## src/rtl/dllseq_pkg.sv

```systemverilog
package dllseq_pkg;

  typedef enum logic [1:0] {
    CMD_NOP = 2'd0,
    CMD_SRE = 2'd1,
    CMD_SRX = 2'd2,
    CMD_MRS = 2'd3
  } ddr_cmd_e;

  typedef enum logic [3:0] {
    ST_IDLE,
    ST_SRWAIT,
    ST_CLKCHG,
    ST_XSWAIT,
    ST_MRD1,
    ST_MRD2,
    ST_MRD3,
    ST_MODWAIT,
    ST_DONE
  } seq_st_e;

endpackage

```

## src/rtl/dllseq_dly.sv

```systemverilog
// Loadable down-counter: load value N in the issue cycle, expired from
// cycle issue+N-1 so that the next command lands N cycles after.
module dllseq_dly #(
  parameter int CW = 8
) (
  input  logic          clk,
  input  logic          rst,
  input  logic          load_i,
  input  logic [CW-1:0] val_i,
  output logic          expired_o
);
  localparam logic [CW-1:0] ONE = CW'(1);

  logic [CW-1:0] cnt_q;

  always_ff @(posedge clk) begin
    if (rst) begin
      cnt_q <= '0;
    end else if (load_i) begin
      cnt_q <= val_i;
    end else if (cnt_q != '0) begin
      cnt_q <= cnt_q - ONE;
    end
  end

  assign expired_o = (cnt_q <= ONE);
endmodule

```

## src/rtl/dllseq_stab.sv

```systemverilog
// Counts consecutive cycles of a level; any low cycle restarts it.
module dllseq_stab #(
  parameter int CW = 8
) (
  input  logic          clk,
  input  logic          rst,
  input  logic          clr_i,
  input  logic          en_i,
  input  logic          level_i,
  input  logic [CW-1:0] thresh_i,
  output logic          met_o
);
  localparam logic [CW-1:0] CMAX = {CW{1'b1}};

  logic [CW-1:0] run_q;

  always_ff @(posedge clk) begin
    if (rst || clr_i) begin
      run_q <= '0;
    end else if (en_i) begin
      if (!level_i) begin
        run_q <= '0;
      end else if (run_q != CMAX) begin
        run_q <= run_q + CW'(1);
      end
    end
  end

  assign met_o = (run_q != '0) && (run_q >= thresh_i);
endmodule

```

## src/rtl/dllseq_top.sv

```systemverilog
module dllseq_top
  import dllseq_pkg::*;
#(
  parameter int CW  = 8,
  parameter int AW  = 14,
  parameter int BAW = 3
) (
  input  logic           clk,
  input  logic           rst,
  input  logic           start_i,
  input  logic           dev_idle_i,
  input  logic           clk_stable_i,
  input  logic           rtt_on_i,
  input  logic           odt_req_i,
  input  logic [CW-1:0]  t_cksre_i,
  input  logic [CW-1:0]  t_ckesr_i,
  input  logic [CW-1:0]  t_cksrx_i,
  input  logic [CW-1:0]  t_xs_i,
  input  logic [CW-1:0]  t_mrd_i,
  input  logic [CW-1:0]  t_mod_i,
  input  logic [CW-1:0]  t_dllk_i,
  input  logic [AW-1:0]  mr0_val_i,
  input  logic [AW-1:0]  mr1_val_i,
  input  logic [AW-1:0]  mr2_val_i,
  output logic [1:0]     cmd_o,
  output logic [BAW-1:0] ba_o,
  output logic [AW-1:0]  addr_o,
  output logic           cke_o,
  output logic           odt_o,
  output logic           clk_chg_ok_o,
  output logic           done_o,
  output logic           reject_o
);
  localparam int DLLOFF_BIT = 0;
  localparam int DLLRST_BIT = 8;
  localparam logic [AW-1:0] DLLOFF_M = AW'(1) << DLLOFF_BIT;
  localparam logic [AW-1:0] DLLRST_M = AW'(1) << DLLRST_BIT;
  localparam logic [BAW-1:0] SEL_MR0 = BAW'(0);
  localparam logic [BAW-1:0] SEL_MR1 = BAW'(1);
  localparam logic [BAW-1:0] SEL_MR2 = BAW'(2);

  seq_st_e        st_q, st_n;
  ddr_cmd_e       cmd_n;
  logic [1:0]     cmd_q;
  logic [BAW-1:0] ba_q, ba_n;
  logic [AW-1:0]  addr_q, addr_n;
  logic           cke_q, cke_n;
  logic           odt_q, odt_n;
  logic           chg_q, chg_n;
  logic           done_q, done_n;
  logic           rej_q, rej_n;
  logic           hold_q, hold_n;
  logic           seq_busy, busy_n;

  logic           main_ld, esr_ld, dllk_ld, stab_clr;
  logic [CW-1:0]  main_val;
  logic           main_exp, esr_exp, dllk_exp, stab_met;

  dllseq_dly #(.CW(CW)) u_main (
    .clk(clk), .rst(rst), .load_i(main_ld), .val_i(main_val),
    .expired_o(main_exp)
  );

  dllseq_dly #(.CW(CW)) u_ckesr (
    .clk(clk), .rst(rst), .load_i(esr_ld), .val_i(t_ckesr_i),
    .expired_o(esr_exp)
  );

  dllseq_dly #(.CW(CW)) u_dllk (
    .clk(clk), .rst(rst), .load_i(dllk_ld), .val_i(t_dllk_i),
    .expired_o(dllk_exp)
  );

  dllseq_stab #(.CW(CW)) u_stab (
    .clk(clk), .rst(rst), .clr_i(stab_clr), .en_i(st_q == ST_CLKCHG),
    .level_i(clk_stable_i), .thresh_i(t_cksrx_i), .met_o(stab_met)
  );

  always_comb begin
    st_n     = st_q;
    cmd_n    = CMD_NOP;
    ba_n     = '0;
    addr_n   = '0;
    cke_n    = cke_q;
    chg_n    = chg_q;
    done_n   = done_q;
    rej_n    = 1'b0;
    hold_n   = hold_q;
    main_ld  = 1'b0;
    main_val = '0;
    esr_ld   = 1'b0;
    dllk_ld  = 1'b0;
    stab_clr = 1'b0;
    unique case (st_q)
      ST_IDLE, ST_DONE: begin
        if (start_i) begin
          if (dev_idle_i) begin
            st_n     = ST_SRWAIT;
            cmd_n    = CMD_SRE;
            cke_n    = 1'b0;
            done_n   = 1'b0;
            main_ld  = 1'b1;
            main_val = t_cksre_i;
            esr_ld   = 1'b1;
            hold_n   = rtt_on_i ? 1'b0 : odt_req_i;
          end else begin
            rej_n = 1'b1;
          end
        end
      end
      ST_SRWAIT: begin
        if (main_exp) begin
          st_n     = ST_CLKCHG;
          chg_n    = 1'b1;
          stab_clr = 1'b1;
        end
      end
      ST_CLKCHG: begin
        if (stab_met && esr_exp) begin
          st_n     = ST_XSWAIT;
          cmd_n    = CMD_SRX;
          cke_n    = 1'b1;
          chg_n    = 1'b0;
          main_ld  = 1'b1;
          main_val = t_xs_i;
        end
      end
      ST_XSWAIT: begin
        if (main_exp) begin
          st_n     = ST_MRD1;
          cmd_n    = CMD_MRS;
          ba_n     = SEL_MR1;
          addr_n   = mr1_val_i & ~DLLOFF_M;
          main_ld  = 1'b1;
          main_val = t_mrd_i;
        end
      end
      ST_MRD1: begin
        if (main_exp) begin
          st_n     = ST_MRD2;
          cmd_n    = CMD_MRS;
          ba_n     = SEL_MR0;
          addr_n   = mr0_val_i | DLLRST_M;
          main_ld  = 1'b1;
          main_val = t_mrd_i;
          dllk_ld  = 1'b1;
        end
      end
      ST_MRD2: begin
        if (main_exp) begin
          st_n     = ST_MRD3;
          cmd_n    = CMD_MRS;
          ba_n     = SEL_MR2;
          addr_n   = mr2_val_i;
          main_ld  = 1'b1;
          main_val = t_mrd_i;
        end
      end
      ST_MRD3: begin
        if (main_exp) begin
          st_n     = ST_MODWAIT;
          cmd_n    = CMD_MRS;
          ba_n     = SEL_MR0;
          addr_n   = mr0_val_i & ~DLLRST_M;
          main_ld  = 1'b1;
          main_val = t_mod_i;
        end
      end
      ST_MODWAIT: begin
        if (main_exp && dllk_exp) begin
          st_n   = ST_DONE;
          done_n = 1'b1;
        end
      end
      default: st_n = ST_IDLE;
    endcase
  end

  assign busy_n   = (st_n != ST_IDLE) && (st_n != ST_DONE);
  assign seq_busy = (st_q != ST_IDLE) && (st_q != ST_DONE);
  assign odt_n    = busy_n ? hold_n : odt_req_i;

  always_ff @(posedge clk) begin
    if (rst) begin
      st_q   <= ST_IDLE;
      cmd_q  <= CMD_NOP;
      ba_q   <= '0;
      addr_q <= '0;
      cke_q  <= 1'b1;
      odt_q  <= 1'b0;
      chg_q  <= 1'b0;
      done_q <= 1'b0;
      rej_q  <= 1'b0;
      hold_q <= 1'b0;
    end else begin
      st_q   <= st_n;
      cmd_q  <= cmd_n;
      ba_q   <= ba_n;
      addr_q <= addr_n;
      cke_q  <= cke_n;
      odt_q  <= odt_n;
      chg_q  <= chg_n;
      done_q <= done_n;
      rej_q  <= rej_n;
      hold_q <= hold_n;
    end
  end

  assign cmd_o        = cmd_q;
  assign ba_o         = ba_q;
  assign addr_o       = addr_q;
  assign cke_o        = cke_q;
  assign odt_o        = odt_q;
  assign clk_chg_ok_o = chg_q;
  assign done_o       = done_q;
  assign reject_o     = rej_q;
endmodule

```

## config.mk

```make
export PLATFORM = sky130hd
export DESIGN_NAME = dllseq_top
export DESIGN_NICKNAME = d
export VERILOG_FILES = /design/src/rtl/dllseq_pkg.sv /design/src/rtl/dllseq_dly.sv /design/src/rtl/dllseq_stab.sv /design/src/rtl/dllseq_top.sv
export SDC_FILE = /design/constraint.sdc
export NUM_CORES = 1
export LEC_CHECK = 0
export ABC_AREA = 1
export BUFFER_PORTS_ARGS = -buffer_cell sky130_fd_sc_hd__buf_4
export CELL_PAD_IN_SITES_DETAIL_PLACEMENT = 1
export CELL_PAD_IN_SITES_GLOBAL_PLACEMENT = 2
export CORE_AREA = 2 2 174 91
export CTS_CLUSTER_DIAMETER = 50
export DETAILED_ROUTE_END_ITERATION = 8
export DIE_AREA = 0 0 176 93
export PLACE_DENSITY_LB_ADDON = 0.1
export REMOVE_ABC_BUFFERS = 1
export SLEW_MARGIN = 40
export SYNTH_ARGS = -nofsm -noshare
export SYNTH_HDL_FRONTEND = slang
export SYNTH_SLANG_ARGS = --single-unit
```

## constraint.sdc

```tcl
create_clock -name clk -period 2.4 [get_ports clk]
set_input_delay 0.72 -clock clk [delete_from_list [all_inputs] [get_ports clk]]
set_output_delay 0.72 -clock clk [all_outputs]
set_load 0.01 [all_outputs]
```

# --- Word level (Yosys, flattened, before mapping) ---
# Cells that the tools add are included.
word_totals:
  mem_count: 0
  mem_bits_rw: 0
  romBits: 0
  wordCells: 125
  register_bits: 61
  latchBits: 0
  in_bits: 105
  output_inout_bits: 24
op_classes:
  add_sub_neg: 4
  n_div: 0
  n_mul: 0
  n_bitwise: 2
  n_shift: 0
  reduce_logical: 25
  n_lt_le_gt_ge: 4
  muxes: 60
  n_eq_ne: 16
op_table:
  columns: ["op", "n"]
  rows:
  - ["$mux W8", 13]
  - ["$mux W14", 4]
  - ["$pmux W14 S4", 1]
  - ["$mux W4", 9]
  - ["$pmux W4 S8", 1]
  - ["$pmux W8 S4", 1]
  - ["$reduce_bool A8 Y1", 4]
  - ["$le A8 B1 Y1 const B", 3]
  - ["$sub A8 B1 Y8 const B", 3]
  - ["$mux W1", 22]
  - ["$eq A4 B3 Y1 const B", 4]
  - ["$reduce_bool A2 Y1", 6]
  - ["$ne A2 B2 Y1 const B", 5]
  - ["$add A8 B1 Y8 const B", 1]
  - ["$eq A4 B2 Y1 const B", 2]
  - ["$ge A8 B8 Y1", 1]
  - ["$ne A8 B8 Y1 const B", 1]
  - ["$reduce_and A4 Y1", 2]
  - ["$mux W2", 3]
  - ["$pmux W1 S2", 3]
  - ["$pmux W2 S3", 1]
  - ["$reduce_or A3 Y1", 2]
  - ["$eq A4 B1 Y1 const B", 1]
  - ["$eq A4 B4 Y1 const B", 1]
  - ["other kinds (13)", 17]

# --- Depth between registers and ports, before layout ---
# Gate-level depths: netlist of the first run.
logic_depth:
  depth_word: 8
  mapped_depth: 15
  mapped_depth_nobuf: 15

# --- By module ---
# From an unflattened synthesis of the first run, not the netlist that was laid out.
unflattened:
  cells_unflattened: 603
  hier_area_um2: 3975.1
modules_own_cells:
  columns: ["module", "area_per_inst_um2", "instances", "cells_per_inst", "seq_area_each_um2"]
  rows:
  - ["dllseq_dly", 566.8, 3, 84, 160.2]
  - ["dllseq_top", 1541.5, 1, 241, 560.5]
  - ["dllseq_stab", 733.2, 1, 110, 160.2]

# --- Least setup slack after synthesis of the first run ---
# Ideal clock, no wire load.
synth_path:
  kind: "input to register"
  startpoint: "input port t_cksrx_i[3]"
  endpoint: "register u_main.cnt_q[5]"
  arrival_ns: 1.921
  required_time_ns: 2.275
  n_path_buf: 1
  path_stages: 14
  setup_time_ns: 0.125
  path_slack_ns: 0.353
  path_cell_list: "inv_1 -> ha_1 -> nand2_1 -> nor2_1 -> nor2_1 -> nand2_1 -> nand2_1 -> nand2_1 -> nand3_2 -> buf_2 -> nand4_1 -> nand2_1 -> nand2_1 -> nor2_2"
synth_between:
  elab_chain_cells: 6
  elab_cells_between_ends: 9
  cone_classes: "order compare: 1; mux: 5; reduce/logical: 3"
synth_lines:
  columns: ["item", "line", "rtl"]
  rows:
  - ["start, declared", "dllseq_top.sv:17", "input logic [CW-1:0] t_cksrx_i,"]
  - ["$ge A8 B8 Y1 *", "dllseq_stab.sv:29", "assign met_o = (run_q != '0) && (run_q >= thresh_i);"]
  - ["$logic_and A1 B1 Y1 *", "dllseq_stab.sv:29", null]
  - ["$logic_and A1 B1 Y1 *", "dllseq_top.sv:119", "if (stab_met && esr_exp) begin"]
  - ["$mux W8 or $mux W1 (tied branches)", "dllseq_top.sv:119", null]
  - ["$pmux W8 S4 or $pmux W1 S3 (tied branches)", "dllseq_top.sv:94", "unique case (st_q)"]
  - ["$mux W8 or $reduce_bool A2 Y1 (tied branches)", null, null]
  - ["end signal, assigned", "dllseq_dly.sv:20", "cnt_q <= val_i;"]
  - ["end signal, assigned", "dllseq_dly.sv:22", "cnt_q <= cnt_q - ONE;"]
  - ["end, declared", "dllseq_dly.sv:14", "logic [CW-1:0] cnt_q;"]
# Every way passes the cells marked *; elsewhere a longest branch is shown, timed or not.
# A chain may end at the register's enable or synchronous reset.

# --- Final worst setup path of the first run ---
layout_path:
  startpoint: "input port t_cksrx_i[3]"
  endpoint: "register odt_q, in the netlist odt_o"
layout_between:
  elab_chain_cells: 8
  elab_cells_between_ends: 9
  cone_classes: "order compare: 1; eq/ne: 1; mux: 3; reduce/logical: 4"
layout_lines:
  columns: ["item", "line", "rtl"]
  rows:
  - ["$ge A8 B8 Y1 *", "dllseq_stab.sv:29", null]
  - ["$logic_and A1 B1 Y1 *", "dllseq_stab.sv:29", null]
  - ["$logic_and A1 B1 Y1 *", "dllseq_top.sv:119", null]
  - ["$mux W4 *", "dllseq_top.sv:119", null]
  - ["$pmux W4 S8 *", "dllseq_top.sv:94", null]
  - ["$ne A4 B4 Y1 or $reduce_bool A4 Y1 (tied branches)", "dllseq_top.sv:179", "assign busy_n = (st_n != ST_IDLE) && (st_n != ST_DONE);"]
  - ["$logic_and A1 B1 Y1 *", "dllseq_top.sv:179", null]
  - ["$mux W1 *", "dllseq_top.sv:181", "assign odt_n = busy_n ? hold_n : odt_req_i;"]
  - ["end signal, assigned", "dllseq_top.sv:201", "odt_q <= odt_n;"]
  - ["end, declared", "dllseq_top.sv:48", "logic odt_q, odt_n;"]
# Marked as above.

==> results.md, run 1 <==
- Status: complete, no violations
- Synth-to-layout area growth: 38.5%
- Endpoints failing hold: 0
- I/O Pins: 129
- Die Y: 93 um
- Yosys reg bits: 60
- CP endpoint kind: flop
- Cells along the critical path: buf_4, inv_1, ha_1, nand2_1, nor2_1, nor2_1, nand2_1, nand2_1, nand2_1, nand3_2, inv_2, nor2_1, a21oi_1, nor2_1
- N_diodes: 0
- Max-cap violations: 0
- Most common flop cell mapped by yosys: dfxtp_1
- Routed Antenna Nets: 0
- Top-area cell type share of the netlist area: 31.7%
- F_max: 0.478 GHz
- Total GRT Usage: 16.9%
- Cells after Synth: 576
- WP buf/inv: 3
- Clock Tree Buf Depth: 2
- Final worst-path cycle share: 87.2%
- RSZ-0062 raised after global routing: false
- Final Max Tran Viols: 0
- Total number of vias: 4,056
- Power, Total: 4870 uW
- Dominant cells by area after synthesis: dfxtp_1 (32%), nand2_1 (17%), inv_1 (7.9%)
- # Post-CTS Setup Buffers: 0
- Via density: 4.42
- Port Buffers: 125
- Number of global-route vias before repair: 4,139
- Crit Path Category: input pin to flop
- Core Box Area: 14,900 um2
- Clock transition at path regs: 0.05 ns
- Critical path arrival: 2.31 ns
- P per Cell Area: 927 nW/um2
- First-pass GRT wire length: 21,500 um
- Reg2reg path depth: 13
- Crit path max fanout: 9
- Worst Skew: 0.0104 ns
- Cell area after placement: 4970 um2
- Hold Startpoint: done_o
- Final #Nets: 829
- Leak: 0.00276 uW
- Routed WL: 13,400 um
- Area leader, netlist: dfxtp_1
- CTS Root Cell: clkbuf_16
- Cell Area, Synth: 3790 um2
- Starting DRT DRC Count: 114
- Syn. warnings: 0
- Fin area: 5250 um2
- Gr ovfl total: 0
- WP data required: 2.62 ns
- Hold path cells: 2
- Worst-Skew Late Latency: 0.33 ns
- Worst-margin pin slew: 0.513 ns
- Die span in x: 176 um
- Min cycle time layout: 2.09 ns
- Largest net degree at the start of global routing: 24
- Final Wtd Congestion: 0.782
- Path type of the worst min-delay path: flop to flop
- FF-to-FF setup slack: 0.36 ns
- Post-synthesis sequential area ratio: 31.7%
- Htree depth: 3
- Rel. slew slack: 65.7%
- Cell variety after synth: 37
- Initial antenna violation count: 0
- CTS tree: yes
- Critical path startpoint category: input pin
- Post-synth top cells: nand2_1 (167), inv_1 (80), dfxtp_1 (60)
- Most frequent cell after synthesis: nand2_1
- Post-DR wirelength/cell: 14.6 um
- Mean area per synthesized cell: 6.58 um2
- Clk sink count: 60
- Post-route DRC violation count: 0
- Worst R2R Start: u_stab.run_q[0]
- DR pass1 iterations: 4
- Crit path max-delay cell type: ha_1
- Post_cts resized: 0
- Largest stage delay on the critical path: 0.28 ns
- Layout cell share with drive strength beyond 1: 27.8%
- Largest delay share family, worst path: simple AND/OR/NAND/NOR gates
- Worst Hold End: done_o
- Peak VDD IR: 0.347 mV
- R2R Path End: odt_o
- Die ar.: 16,400 um2
- Post-layout utilization of the core: 35.2%
- Post-synth EDFFs: 0
- Async set or reset register ratio after synthesis: 0%
- DPL Wire Length: 10,900 um
- Hold-fix buffers at CTS: 0
- Std-Cell Rows: 32
- Total CTS buffers: 9
- Starting density of the core: 25.4%
- Final Setup Violations: 0
==> layer usage <==
| layer | share of wire [%] | GRT usage [%] | vias up | wire length, um |
|---|---|---|---|---|
| met4 | 0.55 | 3.65 | 0 | 73 |
| li1 | - | - | 2088 | - |
| met5 | 0 | 0 | - | 0 |
| met1 | 54 | 24.7 | 1897 | 7250 |
| met2 | 41 | 24.8 | 66 | 5460 |
| met3 | 4.3 | 4.39 | 5 | 580 |
==> how the worst max path moves through the flow <==
stage                      start  slack [ns]  depth (start not counted)               to
floorplan           t_cksrx_i[3]        0.30                         13            odt_o
global placement    t_cksrx_i[3]       -0.06                         13  u_main.cnt_q[2]
detailed placement  t_cksrx_i[3]       -0.06                         13  u_main.cnt_q[2]
CTS                 t_cksrx_i[3]        0.30                         13  u_main.cnt_q[6]
global route        t_cksrx_i[3]        0.06                         13  u_main.cnt_q[4]
finish              t_cksrx_i[3]        0.31                         14            odt_o
==> worst reg2reg max path: cells and delay by family (launching register included) <==
family | cells | cell delay, ns
buffers and inverters | 2 | 0.32
flip-flops | 1 | 0.36
adder cells (fa/ha/maj) | 1 | 0.29
AND/OR/NAND/NOR | 9 | 0.84
AO/OA/AOI/OAI | 1 | 0.12
==> layout make-up <==
cell class	instances	area, um2
repair buffers	135	1010
clock buffers	9	225
fillers	1878	9680
inverters	92	345
clock inverters	7	53.8
flip-flops and latches	60	1200
multi-input cells	410	2160
well taps	204	255
==> stage by stage <==
step	TNS, ns	hold slack [ns]	cells	worst slack, ns
CTS	0	0.495	917	0.296
finish	0	0.485	917	0.308
global route	0	0.517	917	0.0622
floorplan	0	0.451	562	0.304
global placement	-0.234	0.475	901	-0.0556
detailed placement	-0.304	0.487	901	-0.0557
==> power breakdown <==
group / internal [uW] / switching (uW)
clock: 701 / 513
combinational: 872 / 1380
sequential: 1210 / 189
total: 2790 / 2080
==> kinds of logic (layout without fill, tap and decap cells) <==
kind of cell / Yosys count / after routing / synth area share [%]
AO/OA/AOI/OAI: 71 / 71 / 10.7
other: 1 / 1 / 0.0989
XOR/XNOR: 13 / 13 / 3.00
flip-flops: 60 / 60 / 31.7
AND/OR/NAND/NOR: 309 / 309 / 37.8
buffers and inverters: 106 / 243 / 11.4
adder cells (fa/ha/maj): 16 / 16 / 5.28
==> sequential cells by signal (all words and copies together), names as in the netlist <==
name and flops:
u_stab.run_q 8, clk_chg_ok_o 1, reject_o 1, cke_o 1, hold_q 1, odt_o 1
st_q 4, cmd_o 2, ba_o 2, u_dllk.cnt_q 8, done_o 1, u_main.cnt_q 8
addr_o 14, u_ckesr.cnt_q 8
==> cells in the final DEF, fill, tap and decap left out, types with 12 or more instances in the layout <==
cell	n
o21ai_0	16
nor2_1	47
inv_1	80
dfxtp_1	60
inv_2	12
nand2_1	167
a21oi_1	34
buf_4	135
nand3_1	36
nand4_1	15
ha_1	16
Power figures use the tool's default switching activity.
==> inputs of run 2 (changes only) <==
--- a/config.mk
+++ b/config.mk
@@ -5,14 +5,13 @@
 export SDC_FILE = /design/constraint.sdc
 export NUM_CORES = 1
 export LEC_CHECK = 0
-export ABC_AREA = 1
 export BUFFER_PORTS_ARGS = -buffer_cell sky130_fd_sc_hd__buf_4
 export CELL_PAD_IN_SITES_DETAIL_PLACEMENT = 1
 export CELL_PAD_IN_SITES_GLOBAL_PLACEMENT = 2
-export CORE_AREA = 2 2 174 91
+export CORE_AREA = 2 2 163 85
 export CTS_CLUSTER_DIAMETER = 50
 export DETAILED_ROUTE_END_ITERATION = 8
-export DIE_AREA = 0 0 176 93
+export DIE_AREA = 0 0 165 87
 export PLACE_DENSITY_LB_ADDON = 0.1
 export REMOVE_ABC_BUFFERS = 1
 export SLEW_MARGIN = 40
==> results.md, run 2 <==
- Number of global-route vias before repair: 3,717 (-10%)
- FF-to-FF setup slack: 0.1 ns (-0.26 ns)
- Crit Path Category: flop to flop
- Total number of vias: 3,634 (-10%)
- P per Cell Area: 977 nW/um2 (+5.3%)
- I/O Pins: 129 (unchanged)
- CTS tree: yes
- Final Wtd Congestion: 0.818 (+4.6%)
- DR pass1 iterations: 5 (+1)
- Hold path cells: 2 (unchanged)
- Final Max Tran Viols: 0 (unchanged)
- Syn. warnings: 0 (unchanged)
- F_max: 0.435 GHz (-9.1%)
- Leak: 0.00219 uW (-21%)
- Setup_tns: 0 ns (unchanged)
- Min cycle time layout: 2.30 ns (+0.209 ns)
- GR Layer Usage met3: 5.62% (+1.2 points)
- Post-route DRC violation count: 0 (unchanged)
- Worst Hold Slack: 0.462 ns (-0.0229 ns)
- Most frequent cell after synthesis: dfxtp_1
- WP data required: 2.68 ns (+0.06 ns)
- DPL Wire Length: 9730 um (-11%)
- Gr ovfl total: 0 (unchanged)
- Port Buffers: 125 (unchanged)
- Critical path arrival: 2.58 ns (+0.27 ns)
- Cell variety after synth: 62 (+68%)
- Final worst-path cycle share: 95.9% (+8.7 points)
- Cells along the critical path: or4_4, or4_4, nor2_4, a222oi_1, o211ai_1, o211a_1
- Hold-fix buffers at CTS: 0 (unchanged)
- Path type of the worst min-delay path: flop to flop
- Worst Hold End: hold_q
- Worst path most repeated cell: or4_4
- Worst R2R Start: u_main.cnt_q[5]
- Reg2reg path depth: 6 (-7)
- Yosys reg bits: 60 (unchanged)
- Critical path startpoint category: flop
- Post-layout utilization of the core: 39.3% (+4.2 points)
- Power, Total: 5030 uW (+3.4%)
- GR peak layer: met1
- CP endpoint kind: flop
- Die ar.: 14,400 um2 (-12%)
- Status: complete, no violations
- Core Box Area: 13,100 um2 (-12%)
- Total GRT Usage: 17.4% (+0.51 points)
- Met2 Usage GRT: 24.6% (-0.15 points)
- Clock transition at path regs: 0.06 ns (about the same)
- Worst Skew: 0.0113 ns (+0.000931 ns)
- WP buf/inv: 0 (-3)
- RSZ-0062 raised after global routing: true
- Std-Cell Rows: 30 (-6.3%)
- Cells after Synth: 425 (-26%)
- Hold Startpoint: hold_q
- Clk sink count: 60 (unchanged)
- Most common cell after layout, fill and taps aside: buf_4
- Post-synthesis sequential area ratio: 34.8% (+3.1 points)
- Crit path max fanout: 7 (-2)
- Area leader, netlist: dfxtp_1
- Worst-margin pin slew: 0.541 ns (+0.0280 ns)
- Post-synth top cells: dfxtp_1 (60), nor2_1 (55), a21oi_1 (35)
- Initial antenna violation count: 0 (unchanged)
- Dominant cells by area after synthesis: dfxtp_1 (35%), nor2_1 (6.0%), ha_1 (5.8%)
- Most common flop cell mapped by yosys: dfxtp_1
- Starting DRT DRC Count: 205 (+80%)
- R2R Path End: u_main.cnt_q[7]
- Post-DR wirelength/cell: 16.3 um (+12%)
- Starting density of the core: 26.4% (+0.96 points)
- Largest delay share family, worst path: simple AND/OR/NAND/NOR gates
- Layout cell share with drive strength beyond 1: 34.1% (+6.3 points)
- Synth-to-layout area growth: 49.3%
- Worst-Skew Late Latency: 0.34 ns (about the same)
- Mean area per synthesized cell: 8.12 um2 (+23%)
- Crit path max-delay cell type: or4_4
- Routed WL: 12,300 um (-8.1%)
- N_diodes: 0 (unchanged)
- Total CTS buffers: 9 (unchanged)
- Peak VDD IR: 0.370 mV (+6.5%)
- Max-cap violations: 0 (unchanged)
- Die span in x: 165 um (-6.3%)
- Grt met1 use: 25.4% (+0.73 points)
- Final Setup Violations: 0 (unchanged)
- Largest stage delay on the critical path: 0.62 ns (+0.34 ns)
- Number of flip-flops in the largest register: 14 (unchanged)
- Cell Area, Synth: 3450 um2 (-9.0%)
- Endpoints failing hold: 0 (unchanged)
- First-pass GRT wire length: 19,200 um (-10%)
- Largest net degree at the start of global routing: 18 (-25%)
- Fill cells: 1,593 (-15%)
- Commonest cells after routing, fill and taps aside: buf_4 (156), dfxtp_1 (59), nor2_1 (54)
- Async set or reset register ratio after synthesis: 0% (unchanged)
- Post-synth EDFFs: 0 (unchanged)
- Final #Nets: 694 (-16%)
- Routed Antenna Nets: 0 (unchanged)
- Die Y: 87 um (-6.5%)
- CTS Root Cell: clkbuf_16
- Clock Tree Buf Depth: 2 (unchanged)
- Rel. slew slack: 63.9% (-1.8 points)
- Top-area cell type share of the netlist area: 34.8% (+3.1 points)
- Htree depth: 3 (unchanged)
- Via density: 4.82 (+9.0%)
[run 2: cell types whose count changed in the layout (fill, tap and decap cells not counted), moves of 9 or more]
cell | before | now
a22oi_1 | 1 | 13
buf_4 | 135 | 156
inv_1 | 80 | 19
inv_2 | 12 | 0
nand2_1 | 167 | 34
nand3_1 | 36 | 18
nand4_1 | 15 | 3
nor2_2 | 10 | 1
o21ai_0 | 16 | 7
xnor2_1 | 3 | 12
[run 2: final cells by class]
cell class / instances / area, um2 / share of cell area (%)
clock buffers: 9 / 225 / 4.37
flip-flops and latches: 60 / 1200 / 23.3
multi-input cells: 323 / 2130 / 41.4
well taps: 176 / 220 / 4.27
clock inverters: 7 / 60.1 / 1.17
repair buffers: 160 / 1240 / 24.1
inverters: 19 / 71.3 / 1.38
[run 2: worst reg2reg max path: stages, from the launching register on]
cell and delay (ns):
dfxtp_2 0.33, or4_4 0.60, or4_4 0.63, nor2_4 0.23, a222oi_1 0.16, o211ai_1 0.14, o211a_1 0.17
[run 2: worst max-delay path by stage]
stage / startpoint / endpoint / cells after the start
after floorplan: t_cksrx_i[0] / odt_o / 7
after global placement: t_cksrx_i[0] / u_main.cnt_q[4] / 9
after detailed placement: t_cksrx_i[0] / u_main.cnt_q[4] / 9
after CTS: t_cksrx_i[0] / u_main.cnt_q[4] / 9
after global routing: u_main.cnt_q[5] / u_main.cnt_q[7] / 6
final: u_main.cnt_q[5] / u_main.cnt_q[7] / 6
[run 2: metal layers]
layer | share of wire, % | up-vias | wire length, um
met4 | 0.77 | 0 | 95
met3 | 6.5 | 8 | 804
li1 | - | 1837 | -
met1 | 53 | 1702 | 6450
met2 | 40 | 87 | 4930
met5 | 0 | - | 0
[run 2: kinds of logic after synthesis]
group,count (synthesis),synth area share (%)
buffers and inverters,42,4.93
other,1,0.109
AO/OA/AOI/OAI,105,21.2
multiplexers,10,3.01
XOR/XNOR,20,5.07
AND/OR/NAND/NOR,171,25.1
adder cells (fa/ha/maj),16,5.80
flip-flops,60,34.8
[run 2: what timing repair did]
action,4_1_cts,5_1_grt
pin swaps,0,10
endpoints found under the setup margin,6,9
resized for setup,5,7
buffers inserted,0,3
[run 2: through the flow]
step	cell area (um2)	std cells	setup slack, ns
2_1_floorplan	3350	402	-0.267
3_3_place_gp	4800	736	-0.329
3_5_place_dp	4800	736	-0.363
4_1_cts	5110	752	0.00809
5_1_grt	5150	754	-0.0117
6_report	5150	754	0.0991
[run 2: power by group]
part	total, uW	internal, uW	leakage, uW	switching [uW]
Sequential	1410	1200	0.000490	210
Clock	1240	714	0.000131	525
Combinational	2390	1130	0.00157	1260
